File: src/rtl/dbg_halt_pkg.sv
package dbg_halt_pkg;

    typedef enum logic [1:0] {
        ST_RUN  = 2'd0,
        ST_PEND = 2'd1,
        ST_HALT = 2'd2
    } halt_st_e;

    localparam int MODE_W      = 5;
    localparam int ROUTE_BIT   = 0;
    localparam int RX_BIT      = 1;
    localparam int TX_BIT      = 2;
    localparam int SEL_BIT     = 3;
    localparam int HALT_EN_BIT = 4;
    localparam int NSRC        = 3;

endpackage

File: src/rtl/dbg_mode_reg.sv
module dbg_mode_reg #(
    parameter int W = 5
) (
    input  logic         clk,
    input  logic         rst_n,
    input  logic         wr,
    input  logic [W-1:0] wdata,
    output logic [W-1:0] q
);
    always_ff @(posedge clk or negedge rst_n) begin
        if (!rst_n)
            q <= '0;
        else if (wr)
            q <= wdata;
    end
endmodule

File: src/rtl/dbg_evt_route.sv
module dbg_evt_route #(
    parameter int NSRC = 3
) (
    input  logic            clk,
    input  logic            rst_n,
    input  logic [NSRC-1:0] src_hit,
    input  logic [NSRC-1:0] src_en,
    input  logic            route_irq,
    output logic            evt_exc_now,
    output logic            exc_q,
    output logic            irq_q
);
    logic [NSRC-1:0] qual;
    logic            evt_any;

    for (genvar i = 0; i < NSRC; i++) begin : g_qual
        assign qual[i] = src_hit[i] & src_en[i];
    end

    assign evt_any     = |qual;
    assign evt_exc_now = evt_any & ~route_irq;

    always_ff @(posedge clk or negedge rst_n) begin
        if (!rst_n) begin
            exc_q <= 1'b0;
            irq_q <= 1'b0;
        end else begin
            exc_q <= evt_any & ~route_irq;
            irq_q <= evt_any & route_irq;
        end
    end
endmodule

File: src/rtl/dbg_halt_fsm.sv
module dbg_halt_fsm
    import dbg_halt_pkg::*;
(
    input  logic clk,
    input  logic rst_n,
    input  logic req,
    input  logic halt_en,
    input  logic core_live,
    input  logic exit_cmd,
    output logic in_halt,
    output logic pend
);
    halt_st_e st_q, st_d;

    always_ff @(posedge clk or negedge rst_n) begin
        if (!rst_n)
            st_q <= ST_RUN;
        else
            st_q <= st_d;
    end

    always_comb begin
        st_d = st_q;
        unique case (st_q)
            ST_RUN: begin
                if (req && halt_en)
                    st_d = core_live ? ST_HALT : ST_PEND;
            end
            ST_PEND: begin
                if (core_live)
                    st_d = ST_HALT;
            end
            ST_HALT: begin
                if (exit_cmd)
                    st_d = ST_RUN;
            end
            default: st_d = ST_RUN;
        endcase
    end

    always_comb begin
        in_halt = 1'b0;
        pend    = 1'b0;
        unique case (st_q)
            ST_RUN:  ;
            ST_PEND: pend    = 1'b1;
            ST_HALT: in_halt = 1'b1;
            default: ;
        endcase
    end
endmodule

File: src/rtl/dbg_halt_ctrl.sv
module dbg_halt_ctrl
    import dbg_halt_pkg::*;
(
    input  logic              clk,
    input  logic              rst_n,
    input  logic              host_halt_req,
    input  logic              core_run,
    input  logic              core_stop,
    input  logic              core_wait,
    input  logic              core_frozen,
    input  logic              sel_match,
    input  logic              rx_wr_stb,
    input  logic              tx_rd_stb,
    input  logic              exit_cmd,
    input  logic              mode_wr,
    input  logic [MODE_W-1:0] mode_wdata,
    output logic              in_halt,
    output logic              dbg_exc,
    output logic              dbg_irq
);
    logic [MODE_W-1:0] mode_q;
    logic [NSRC-1:0]   src_hit;
    logic [NSRC-1:0]   src_en;
    logic              evt_exc_now;
    logic              core_live;
    logic              fsm_pend;

    assign src_hit   = {sel_match, tx_rd_stb, rx_wr_stb};
    assign src_en    = {mode_q[SEL_BIT], mode_q[TX_BIT], mode_q[RX_BIT]};
    assign core_live = ~core_frozen & (core_run | core_stop | core_wait);

    dbg_mode_reg #(.W(MODE_W)) u_mode (
        .clk   (clk),
        .rst_n (rst_n),
        .wr    (mode_wr),
        .wdata (mode_wdata),
        .q     (mode_q)
    );

    dbg_evt_route #(.NSRC(NSRC)) u_route (
        .clk         (clk),
        .rst_n       (rst_n),
        .src_hit     (src_hit),
        .src_en      (src_en),
        .route_irq   (mode_q[ROUTE_BIT]),
        .evt_exc_now (evt_exc_now),
        .exc_q       (dbg_exc),
        .irq_q       (dbg_irq)
    );

    dbg_halt_fsm u_fsm (
        .clk       (clk),
        .rst_n     (rst_n),
        .req       (host_halt_req | evt_exc_now),
        .halt_en   (mode_q[HALT_EN_BIT]),
        .core_live (core_live),
        .exit_cmd  (exit_cmd),
        .in_halt   (in_halt),
        .pend      (fsm_pend)
    );
endmodule

File: config.mk
export PLATFORM = sky130hd
export DESIGN_NAME = dbg_halt_ctrl
export DESIGN_NICKNAME = d
export VERILOG_FILES = /design/src/rtl/dbg_halt_pkg.sv /design/src/rtl/dbg_mode_reg.sv /design/src/rtl/dbg_evt_route.sv /design/src/rtl/dbg_halt_fsm.sv /design/src/rtl/dbg_halt_ctrl.sv
export SDC_FILE = /design/constraint.sdc
export NUM_CORES = 1
export LEC_CHECK = 0
export BUFFER_PORTS_ARGS = -buffer_cell sky130_fd_sc_hd__buf_2
export CELL_PAD_IN_SITES_DETAIL_PLACEMENT = 1
export CELL_PAD_IN_SITES_GLOBAL_PLACEMENT = 2
export CORE_AREA = 2 2 42 44
export CTS_BUF_LIST = sky130_fd_sc_hd__clkbuf_8
export DETAILED_ROUTE_END_ITERATION = 8
export DIE_AREA = 0 0 44 46
export PLACE_DENSITY = 0.75
export SETUP_SLACK_MARGIN = 0.1
export SLEW_MARGIN = 25
export SYNTH_ARGS = -nofsm -noshare
export SYNTH_HDL_FRONTEND = slang
export SYNTH_SLANG_ARGS = --single-unit
File: constraint.sdc
create_clock -name clk -period 1.5 [get_ports clk]
set_clock_uncertainty 0.05 [all_clocks]
set_input_delay 0.15 -clock clk [delete_from_list [all_inputs] [get_ports clk]]
set_output_delay 0.15 -clock clk [all_outputs]
set_load 0.005 [all_outputs]
==> impl_metrics.json, run 1 <==
{
  "p_sw_mw": 0.172,
  "grtUsageMet2_pct": 13.2,
  "tightest_slew_ns": 0.237,
  "start_kind": "flip-flop",
  "grtUsageMet3_pct": 6.75,
  "clk_path_buf_depth": 2,
  "area_growth_pct": 45.4,
  "min_period_ns": 1.23,
  "antenna_cells": 0,
  "fin_ws_ns": 0.271,
  "ys_types": 14,
  "antenna_found_initial": 0,
  "grt_use_total_pct": 10.7,
  "period_share_pct": 81.9,
  "routed_via_density": 4.48,
  "top_usage_layer": "met2",
  "core_area_sq_mm": 0.00161,
  "drt_iter0_markers": 1,
  "cts_setup_buffers": 0,
  "rows": 15,
  "p_int_mw": 0.535,
  "hold_class": "primary input to flip-flop",
  "slew_violations": 0,
  "grt_max_degree": 10,
  "first_global_vias": 326,
  "gp_congestion": 0.615,
  "clock.fmax_ghz": 0.814,
  "rsz0062_at_grt": "false",
  "power.density_mw_per_mm2": 1290,
  "place_ws_ns": 0.266,
  "synth-seq-cells": 9,
  "numCtsBuffers": 3,
  "crit_path_end_kind": "flip-flop",
  "clock_sinks": 9,
  "crit_type": "flip-flop to flip-flop",
  "leakage_nw": 0.283,
  "die_y_um": 46,
  "hold_viol": 0,
  "synth_area_sq_um": 378,
  "cts_tree": "built",
  "seqPwrFrac_pct": 42.9,
  "arrival_ns": 1.29,
  "yosysWarningCount": 0,
  "synth_fp_nets": 47,
  "io_pins": 20,
  "layout-drive-gt1-share_pct": 53.7,
  "dieWidth_um": 44,
  "root_buffer": "clkbuf_8",
  "rrSetupSlack_ns": 0.27,
  "cp.required_ns": 1.56,
  "ant_nets": 0,
  "seqCellArea_sq_um": 225,
  "filler_cell_count": 193,
  "detail_route.first_pass.iterations": 4,
  "num_vias": 318,
  "io_buffer_count": 19,
  "path_clk_slew_ns": 0.04,
  "status": "finished clean",
  "power_frac_clock_pct": 39.0,
  "h-tree-depth": 1,
  "swShare_pct": 24.3,
  "maxCapViolations": 0,
  "gr-usage-met1_pct": 12.5,
  "finalNetCount": 72,
  "drt-total-wl_um": 790,
  "dp.cells": 66,
  "overflow": 0,
  "timing.hold.ws_ns": 0.0660,
  "grt_pass1_wl_mm": 1.43,
  "fin_cells": 71,
  "avgSynthCellArea_sq_um": 12.6,
  "start_util_pct": 23.4,
  "multi_input_area_sq_um": 145,
  "postSynthCellCount": 30,
  "wl_per_cell_um": 11.1,
  "ir_drop_mv": 0.695,
  "hpwl_um": 631,
  "seq_area_frac_synth_pct": 59.6,
  "crit_fanout": 4,
  "setup_tns_ns": 0,
  "clkLatencyLatePin_ns": 0.24,
  "p_comb_share_pct": 18.1,
  "maxSlewHeadroom_pct": 84.1,
  "dieArea_sq_mm": 0.00202,
  "drc": 0,
  "setup_viol": 0
}
worst paths after layout:
check / from / endpoint / cells past startpoint
max in group asynchronous: rst_n / u_mode.q[4] / 2
max: u_mode.q[4] / u_fsm.st_q[0] / 3
min: mode_wdata[0] / u_mode.q[0] / 3
min in group asynchronous: rst_n / u_route.irq_q / 2
max reg2reg: u_mode.q[4] / u_fsm.st_q[0] / 3
min reg2reg: u_mode.q[0] / u_route.exc_q / 1
metal layers:
metal / share of wire [%] / wire, um
met5: 0 / 0
met2: 41 / 325
met3: 13 / 104
met1: 42 / 332
met4: 3.5 / 28
sequential cells by signal (all words and copies together), names as in the netlist:
register	flops
u_route.exc_q	1
u_mode.q	5
u_fsm.st_q	2
u_route.irq_q	1
kinds of logic (layout without fill, tap and decap cells):
group,after synthesis,count (layout),synth area share [%]
DFF,9,9,59.6
and+or+nand+nor,9,9,12.3
AOI/OAI and AO/OA,6,6,14.2
muxes,4,4,11.9
buffers and inverters,2,26,1.99
Yosys cell counts:
cell      instances  area (sq um)
nor2_1            4          15.0
a311oi_2          1          15.0
o21ai_0           1          5.00
a21oi_1           1          5.00
o32a_1            1          10.0
nand2_1           1          3.75
inv_1             2          7.51
and4b_2           1          11.3
mux2_2            4          45.0
a22o_2            1          10.0
nor3_1            2          10.0
a211o_1           1          8.76
dfrtp_1           9           225
nand2b_1          1          6.26
timing repair:
item | in CTS | in global routing
gates resized for setup | 0 | 0
hold endpoints to repair | 9 | 0
hold buffers | 1 | 0
setup endpoints to repair | 0 | 0
worst max-delay path: stages (launching register included):
cell and delay, ns:
dfrtp_1 0.40, a211o_1 0.31, a311oi_2 0.27, nor3_1 0.08
area by class of cell:
class                      instances  area share (%)
sequential                         9            41.0
clock buffer                       3            7.52
tap                               17            3.87
multi-input combinational         19            26.4
clock inverter                     1           0.683
timing repair buffer              20            19.1
inverter                           2            1.37
metrics by stage:
| stage | total power, mW | utilization [%] | instance area [sq um] |
|---|---|---|---|
| 2_1_floorplan | 0.382 | - | 378 |
| 3_3_place_gp | 0.435 | 30.6 | 494 |
| 4_1_cts | 0.730 | 34.0 | 549 |
| 6_report | 0.707 | 34.0 | 549 |
| 5_1_grt | 0.757 | 34.0 | 549 |
| 3_5_place_dp | 0.437 | 30.6 | 494 |
power by group through the flow:
stage | Sequential (mW) | Clock, mW | Combinational (mW)
6_report | 0.303 | 0.276 | 0.128
5_1_grt | 0.310 | 0.299 | 0.148
2_1_floorplan | 0.303 | 0 | 0.0789
3_3_place_gp | 0.307 | 0 | 0.127
4_1_cts | 0.304 | 0.294 | 0.132
3_5_place_dp | 0.308 | 0 | 0.129
layout by cell type, fill, tap and decap left out:
cell | Yosys | final
o32a_1 | 1 | 1
o21ai_0 | 1 | 1
dlygate4sd3_1 | 0 | 1
clkbuf_8 | 0 | 3
inv_1 | 2 | 3
a22o_2 | 1 | 1
a211o_1 | 1 | 1
nand2_1 | 1 | 1
mux2_2 | 4 | 4
nor2_1 | 4 | 4
buf_2 | 0 | 19
a311oi_2 | 1 | 1
dfrtp_1 | 9 | 9
nand2b_1 | 1 | 1
nor3_1 | 2 | 2
and4b_2 | 1 | 1
a21oi_1 | 1 | 1
(Power assumes the default switching activity.)
==> run 2, diff against run 1 <==
==> constraint.sdc (replaced) <==
create_clock -name clk -period 1.15 [get_ports clk]
set_clock_uncertainty 0.05 [all_clocks]
set_input_delay 0.115 -clock clk [delete_from_list [all_inputs] [get_ports clk]]
set_output_delay 0.115 -clock clk [all_outputs]
set_load 0.005 [all_outputs]
==> run 2 against run 1 <==
- via count rose by 6.0%
- clock-buffer cell count stayed put
- power is 40% higher
- critical path type unchanged
- non-clock buffer count increased by 3
- critical path depth unchanged
- largest power group unchanged
- clock power up 30%
- final cell count increased by 4.2%
==> impl_metrics.json, run 2 (synthesized netlist as in run 1, its figures left out) <==
{
  "finalNetCount": 75,
  "start_kind": "flip-flop",
  "placed_cell_area_sq_um": 509,
  "rsz0062_at_grt": "true",
  "reg.largest.list": "u_mode.q: 5 flops, u_fsm.st_q: 2 flops",
  "period_share_pct": 99.7,
  "final_common_cell": "buf_2",
  "power.density_mw_per_mm2": 1680,
  "dp.cells": 68,
  "clock_sinks": 9,
  "leakage_nw": 0.301,
  "slew_violations": 0,
  "slowest_stage": "dfrtp_1",
  "core_area_sq_mm": 0.00161,
  "cts_tree": "built",
  "crit_fanout": 4,
  "hold_class": "primary input to flip-flop",
  "slowest_delay_ns": 0.40,
  "rr_startpoint": "u_mode.q[4]",
  "setup_tns_ns": 0,
  "drt-total-wl_um": 870,
  "hold_viol": 0,
  "cp_top_family": "compound AO/OA/AOI/OAI gates",
  "multi_input_area_sq_um": 156,
  "num_vias": 337,
  "h-tree-depth": 1,
  "place_ws_ns": -0.0289,
  "clkLatencyLatePin_ns": 0.23,
  "rrSetupSlack_ns": 0.003,
  "layout-drive-gt1-share_pct": 61.4,
  "power.total_mw": 0.988,
  "final_area_sq_um": 587,
  "r2r-end": "u_fsm.st_q[1]",
  "drt_iter0_markers": 3,
  "path_clk_slew_ns": 0.05,
  "antenna_cells": 0,
  "cp.depth": 3,
  "ir_drop_mv": 0.611,
  "arrival_ns": 1.20,
  "drc": 0,
  "root_buffer": "clkbuf_8",
  "filler_cell_count": 190,
  "top_register": "u_mode.q",
  "grt_max_degree": 10,
  "setup_viol": 0,
  "cp.required_ns": 1.21,
  "fin_ws_ns": 0.00305,
  "antenna_found_initial": 0,
  "grt_pass1_wl_mm": 1.49,
  "fin_cells": 74,
  "io_buffer_count": 19,
  "tightest_slew_ns": 0.235,
  "largest_reg_flops": 5,
  "wl_per_cell_um": 11.8,
  "start_util_pct": 23.4,
  "rr_worst_depth": 3,
  "crit_path_end_kind": "flip-flop",
  "routed_via_density": 4.55,
  "path_buf_inv": 0,
  "overflow": 0,
  "io_pins": 20,
  "final_core_util_pct": 36.4,
  "seqCellArea_sq_um": 225,
  "gp_congestion": 0.657,
  "crit_type": "flip-flop to flip-flop",
  "first_global_vias": 347,
  "ant_nets": 0,
  "status": "finished clean",
  "path_cells": "a211o_1 -> a311oi_2 -> nor2_1",
  "die_y_um": 46,
  "min_period_ns": 1.15,
  "detail_route.first_pass.iterations": 2,
  "grt_use_total_pct": 10.5,
  "rows": 15,
  "final_cell_mix": "buf_2 (19), dfrtp_1 (9), nor2_1 (4), mux2_2 (4), clkbuf_8 (3)",
  "hpwl_um": 718,
  "maxCapViolations": 0,
  "timing.hold.ws_ns": 0.0408,
  "numCtsBuffers": 3,
  "cp-endpoint": "u_fsm.st_q[1]",
  "maxSlewHeadroom_pct": 84.2,
  "dieWidth_um": 44,
  "dieArea_sq_mm": 0.00202,
  "clk_path_buf_depth": 2,
  "clock.fmax_ghz": 0.872,
  "cp-startpoint": "u_mode.q[4]",
  "area_growth_pct": 55.3
}
==> run 2: cell type report <==
cell class                      count  area share, %
Sequential cell                     9           38.4
Multi-Input combinational cell     19           26.7
Timing Repair Buffer               23           22.4
Clock buffer                        3           7.04
Tap cell                           17           3.62
Inverter                            2           1.28
Clock inverter                      1          0.640
==> run 2: routing by layer <==
layer,GRT usage [%],share of wire [%],up-vias
met4,5.45,0,0
met2,15.9,47,15
li1,-,-,162
met5,0,0,-
met3,3.57,7.6,0
met1,13.3,45,160
==> run 2: where the power goes <==
part	internal (mW)	leakage [nW]	switching, mW	total, mW
Combinational	0.142	0.164	0.0920	0.234
Clock	0.233	0.0269	0.125	0.358
Sequential	0.366	0.110	0.0301	0.396
==> run 2: worst reg2reg max path, cell delays in order (launching register included) <==
cell      delay [ns]
dfrtp_1         0.40
a211o_1         0.27
a311oi_2        0.22
nor2_1          0.08
==> run 2: how the worst min path moves through the flow <==
| stage | cells past startpoint | end | startpoint |
|---|---|---|---|
| floorplan | 0 | u_fsm.st_q[0] | rst_n |
| global placement | 1 | u_fsm.st_q[1] | rst_n |
| detailed placement | 1 | u_route.exc_q | rst_n |
| CTS | 3 | u_mode.q[0] | mode_wdata[0] |
| global route | 3 | u_mode.q[0] | mode_wdata[0] |
| finish | 3 | u_mode.q[0] | mode_wdata[0] |
==> run 2: what timing repair did <==
action	4_1_cts	5_1_grt
endpoints found under the hold margin	9	0
buffers inserted	1	0
resized for setup	1	3
pin swaps	1	0
hold buffers	1	0
endpoints found under the setup margin	3	5
==> run 3, diff against run 2 <==
--- a/config.mk
+++ b/config.mk
@@ -8,11 +8,11 @@
 export BUFFER_PORTS_ARGS = -buffer_cell sky130_fd_sc_hd__buf_2
 export CELL_PAD_IN_SITES_DETAIL_PLACEMENT = 1
 export CELL_PAD_IN_SITES_GLOBAL_PLACEMENT = 2
-export CORE_AREA = 2 2 42 44
+export CORE_AREA = 2 2 44 46
 export CTS_BUF_LIST = sky130_fd_sc_hd__clkbuf_8
 export DETAILED_ROUTE_END_ITERATION = 8
-export DIE_AREA = 0 0 44 46
-export PLACE_DENSITY = 0.75
+export DIE_AREA = 0 0 46 48
+export PLACE_DENSITY = 0.72
 export SETUP_SLACK_MARGIN = 0.1
 export SLEW_MARGIN = 25
 export SYNTH_ARGS = -nofsm -noshare
==> constraint.sdc (replaced) <==
create_clock -name clk -period 1 [get_ports clk]
set_clock_uncertainty 0.05 [all_clocks]
set_input_delay 0.1 -clock clk [delete_from_list [all_inputs] [get_ports clk]]
set_output_delay 0.1 -clock clk [all_outputs]
set_load 0.005 [all_outputs]
==> run 3 against run 2 <==
- design area increased by 4.7%
- clock power up 17%
- combinational power grew 21%
- critical path type unchanged
- wire length increased by 2.6%
- register-to-register slack worse by 0.13 ns
- the flow now finishes with violations (setup timing)
- highest routed layer unchanged
- flip-flop and latch count stayed put
==> impl_metrics.json, run 3 (synthesized netlist as in run 1, its figures left out) <==
{
  "cp_top_family": "compound AO/OA/AOI/OAI gates",
  "final_core_util_pct": 36.4,
  "top_register": "u_mode.q",
  "antenna_cells": 0,
  "p_int_mw": 0.863,
  "overflow": 0,
  "drt_iter0_markers": 5,
  "rows": 15,
  "antenna_found_initial": 0,
  "detail_route.first_pass.iterations": 2,
  "drt-total-wl_um": 893,
  "maxCapViolations": 0,
  "fin_ws_ns": -0.130,
  "dieArea_sq_mm": 0.00221,
  "grt_use_total_pct": 10.5,
  "period_share_pct": 113,
  "placed_cell_area_sq_um": 517,
  "dieWidth_um": 46,
  "dp.cells": 69,
  "path_clk_slew_ns": 0.05,
  "p_comb_share_pct": 24.7,
  "reg.largest.list": "u_mode.q: 5 flops, u_fsm.st_q: 2 flops",
  "timing.hold.ws_ns": 0.0298,
  "finalNetCount": 77,
  "status": "complete, but fails checks",
  "violations": "setup timing",
  "ir_drop_mv": 1.19,
  "crit_path_end_kind": "flip-flop",
  "slowest_stage": "dfrtp_1",
  "leakage_nw": 0.314,
  "num_vias": 334,
  "final_cell_mix": "buf_2 (19), dfrtp_1 (9), buf_4 (5)",
  "crit_type": "flip-flop to flip-flop",
  "largest_reg_flops": 5,
  "root_buffer": "clkbuf_8",
  "power.density_mw_per_mm2": 1870,
  "clkLatencyLatePin_ns": 0.23,
  "first_global_vias": 352,
  "crit_fanout": 2,
  "clock_sinks": 9,
  "hold_class": "primary input to flip-flop",
  "setup_viol": 3,
  "start_util_pct": 22.4,
  "path_cells": "a22o_4 -> a311oi_2 -> nor3_1",
  "cp.required_ns": 1.06,
  "core_area_sq_mm": 0.00169,
  "clk_path_buf_depth": 2,
  "grt_max_degree": 10,
  "wl_per_cell_um": 11.8,
  "final_area_sq_um": 614,
  "min_period_ns": 1.13,
  "io_pins": 20,
  "drc": 0,
  "power.total_mw": 1.15,
  "maxSlewHeadroom_pct": 83.0,
  "numCtsBuffers": 3,
  "clock.fmax_ghz": 0.885,
  "seqPwrFrac_pct": 38.9,
  "die_y_um": 48,
  "cts_tree": "built",
  "rsz0062_at_grt": "true",
  "arrival_ns": 1.19,
  "ant_nets": 0,
  "h-tree-depth": 1,
  "place_ws_ns": -0.177,
  "area_growth_pct": 62.6,
  "setup_tns_ns": -0.363,
  "path_buf_inv": 0,
  "layout-drive-gt1-share_pct": 64.4,
  "hpwl_um": 712,
  "start_kind": "flip-flop",
  "routed_via_density": 4.39,
  "slew_violations": 0,
  "grt_pass1_wl_mm": 1.51,
  "gp_congestion": 0.707,
  "io_buffer_count": 19,
  "final_common_cell": "buf_2",
  "tightest_slew_ns": 0.254,
  "p_sw_mw": 0.289,
  "fin_cells": 76,
  "hold_viol": 0,
  "slowest_delay_ns": 0.39,
  "power_frac_clock_pct": 36.4,
  "swShare_pct": 25.1
}
-- run 3: changes by cell type in the layout (fill, tap and decap cells not counted) --
cell | previous run | this run
buf_4 | 2 | 5
a21oi_2 | 1 | 0
a21oi_4 | 0 | 1
a22o_2 | 1 | 0
a22o_4 | 0 | 1
buf_6 | 1 | 0
clkinv_2 | 0 | 1
inv_1 | 2 | 1
-- run 3: path summary, 6_finish.rpt --
check	start	end	slack, ns	depth (start not counted)
max	u_mode.q[1]	u_fsm.st_q[0]	-0.13	3
min	mode_wdata[0]	u_mode.q[0]	0.03	3
max reg2reg	u_mode.q[1]	u_fsm.st_q[0]	-0.13	3
min reg2reg	u_mode.q[0]	u_route.exc_q	0.48	2
max in group asynchronous	rst_n	u_fsm.st_q[0]	0.52	2
min in group asynchronous	rst_n	u_fsm.st_q[1]	0.20	2
-- run 3: cell type report --
| cell class | count | area (sq um) |
|---|---|---|
| Multi-Input combinational cell | 19 | 171 |
| Clock inverter | 1 | 5.00 |
| Tap cell | 17 | 21.3 |
| Sequential cell | 9 | 225 |
| Clock buffer | 3 | 41.3 |
| Inverter | 2 | 7.51 |
| Fill cell | 204 | 1070 |
| Timing Repair Buffer | 25 | 143 |
-- run 3: worst register-to-register path, delay by kind of cell (launching register included) --
family,cells,cell delay [ns]
AOI/OAI and AO/OA,2,0.50
and+or+nand+nor,1,0.07
DFF,1,0.39
-- run 3: per-layer routing --
metal	routed length (um)	GRT usage (%)	vias to the layer above	share of wire, %
met3	113	6.79	0	13
li1	-	-	165	-
met4	0	3.43	0	0
met5	0	0	-	0
met1	385	11.9	148	43
met2	395	16.1	21	44
-- run 3: what timing repair did --
item                                   CTS  global route
hold buffers                             1             0
setup endpoints to repair                6             8
endpoints found under the hold margin    9             0
resized for setup                        1             4
setup buffers                            1             1
pin swaps                                1             0
-- run 3: power groups by stage --
| stage | Combinational, mW | Clock, mW | Sequential [mW] |
|---|---|---|---|
| final | 0.284 | 0.419 | 0.448 |
| after detailed placement | 0.235 | 0 | 0.454 |
| after CTS | 0.268 | 0.439 | 0.448 |
| after floorplan | 0.116 | 0 | 0.454 |
| after global placement | 0.230 | 0 | 0.453 |
| after global routing | 0.324 | 0.460 | 0.453 |
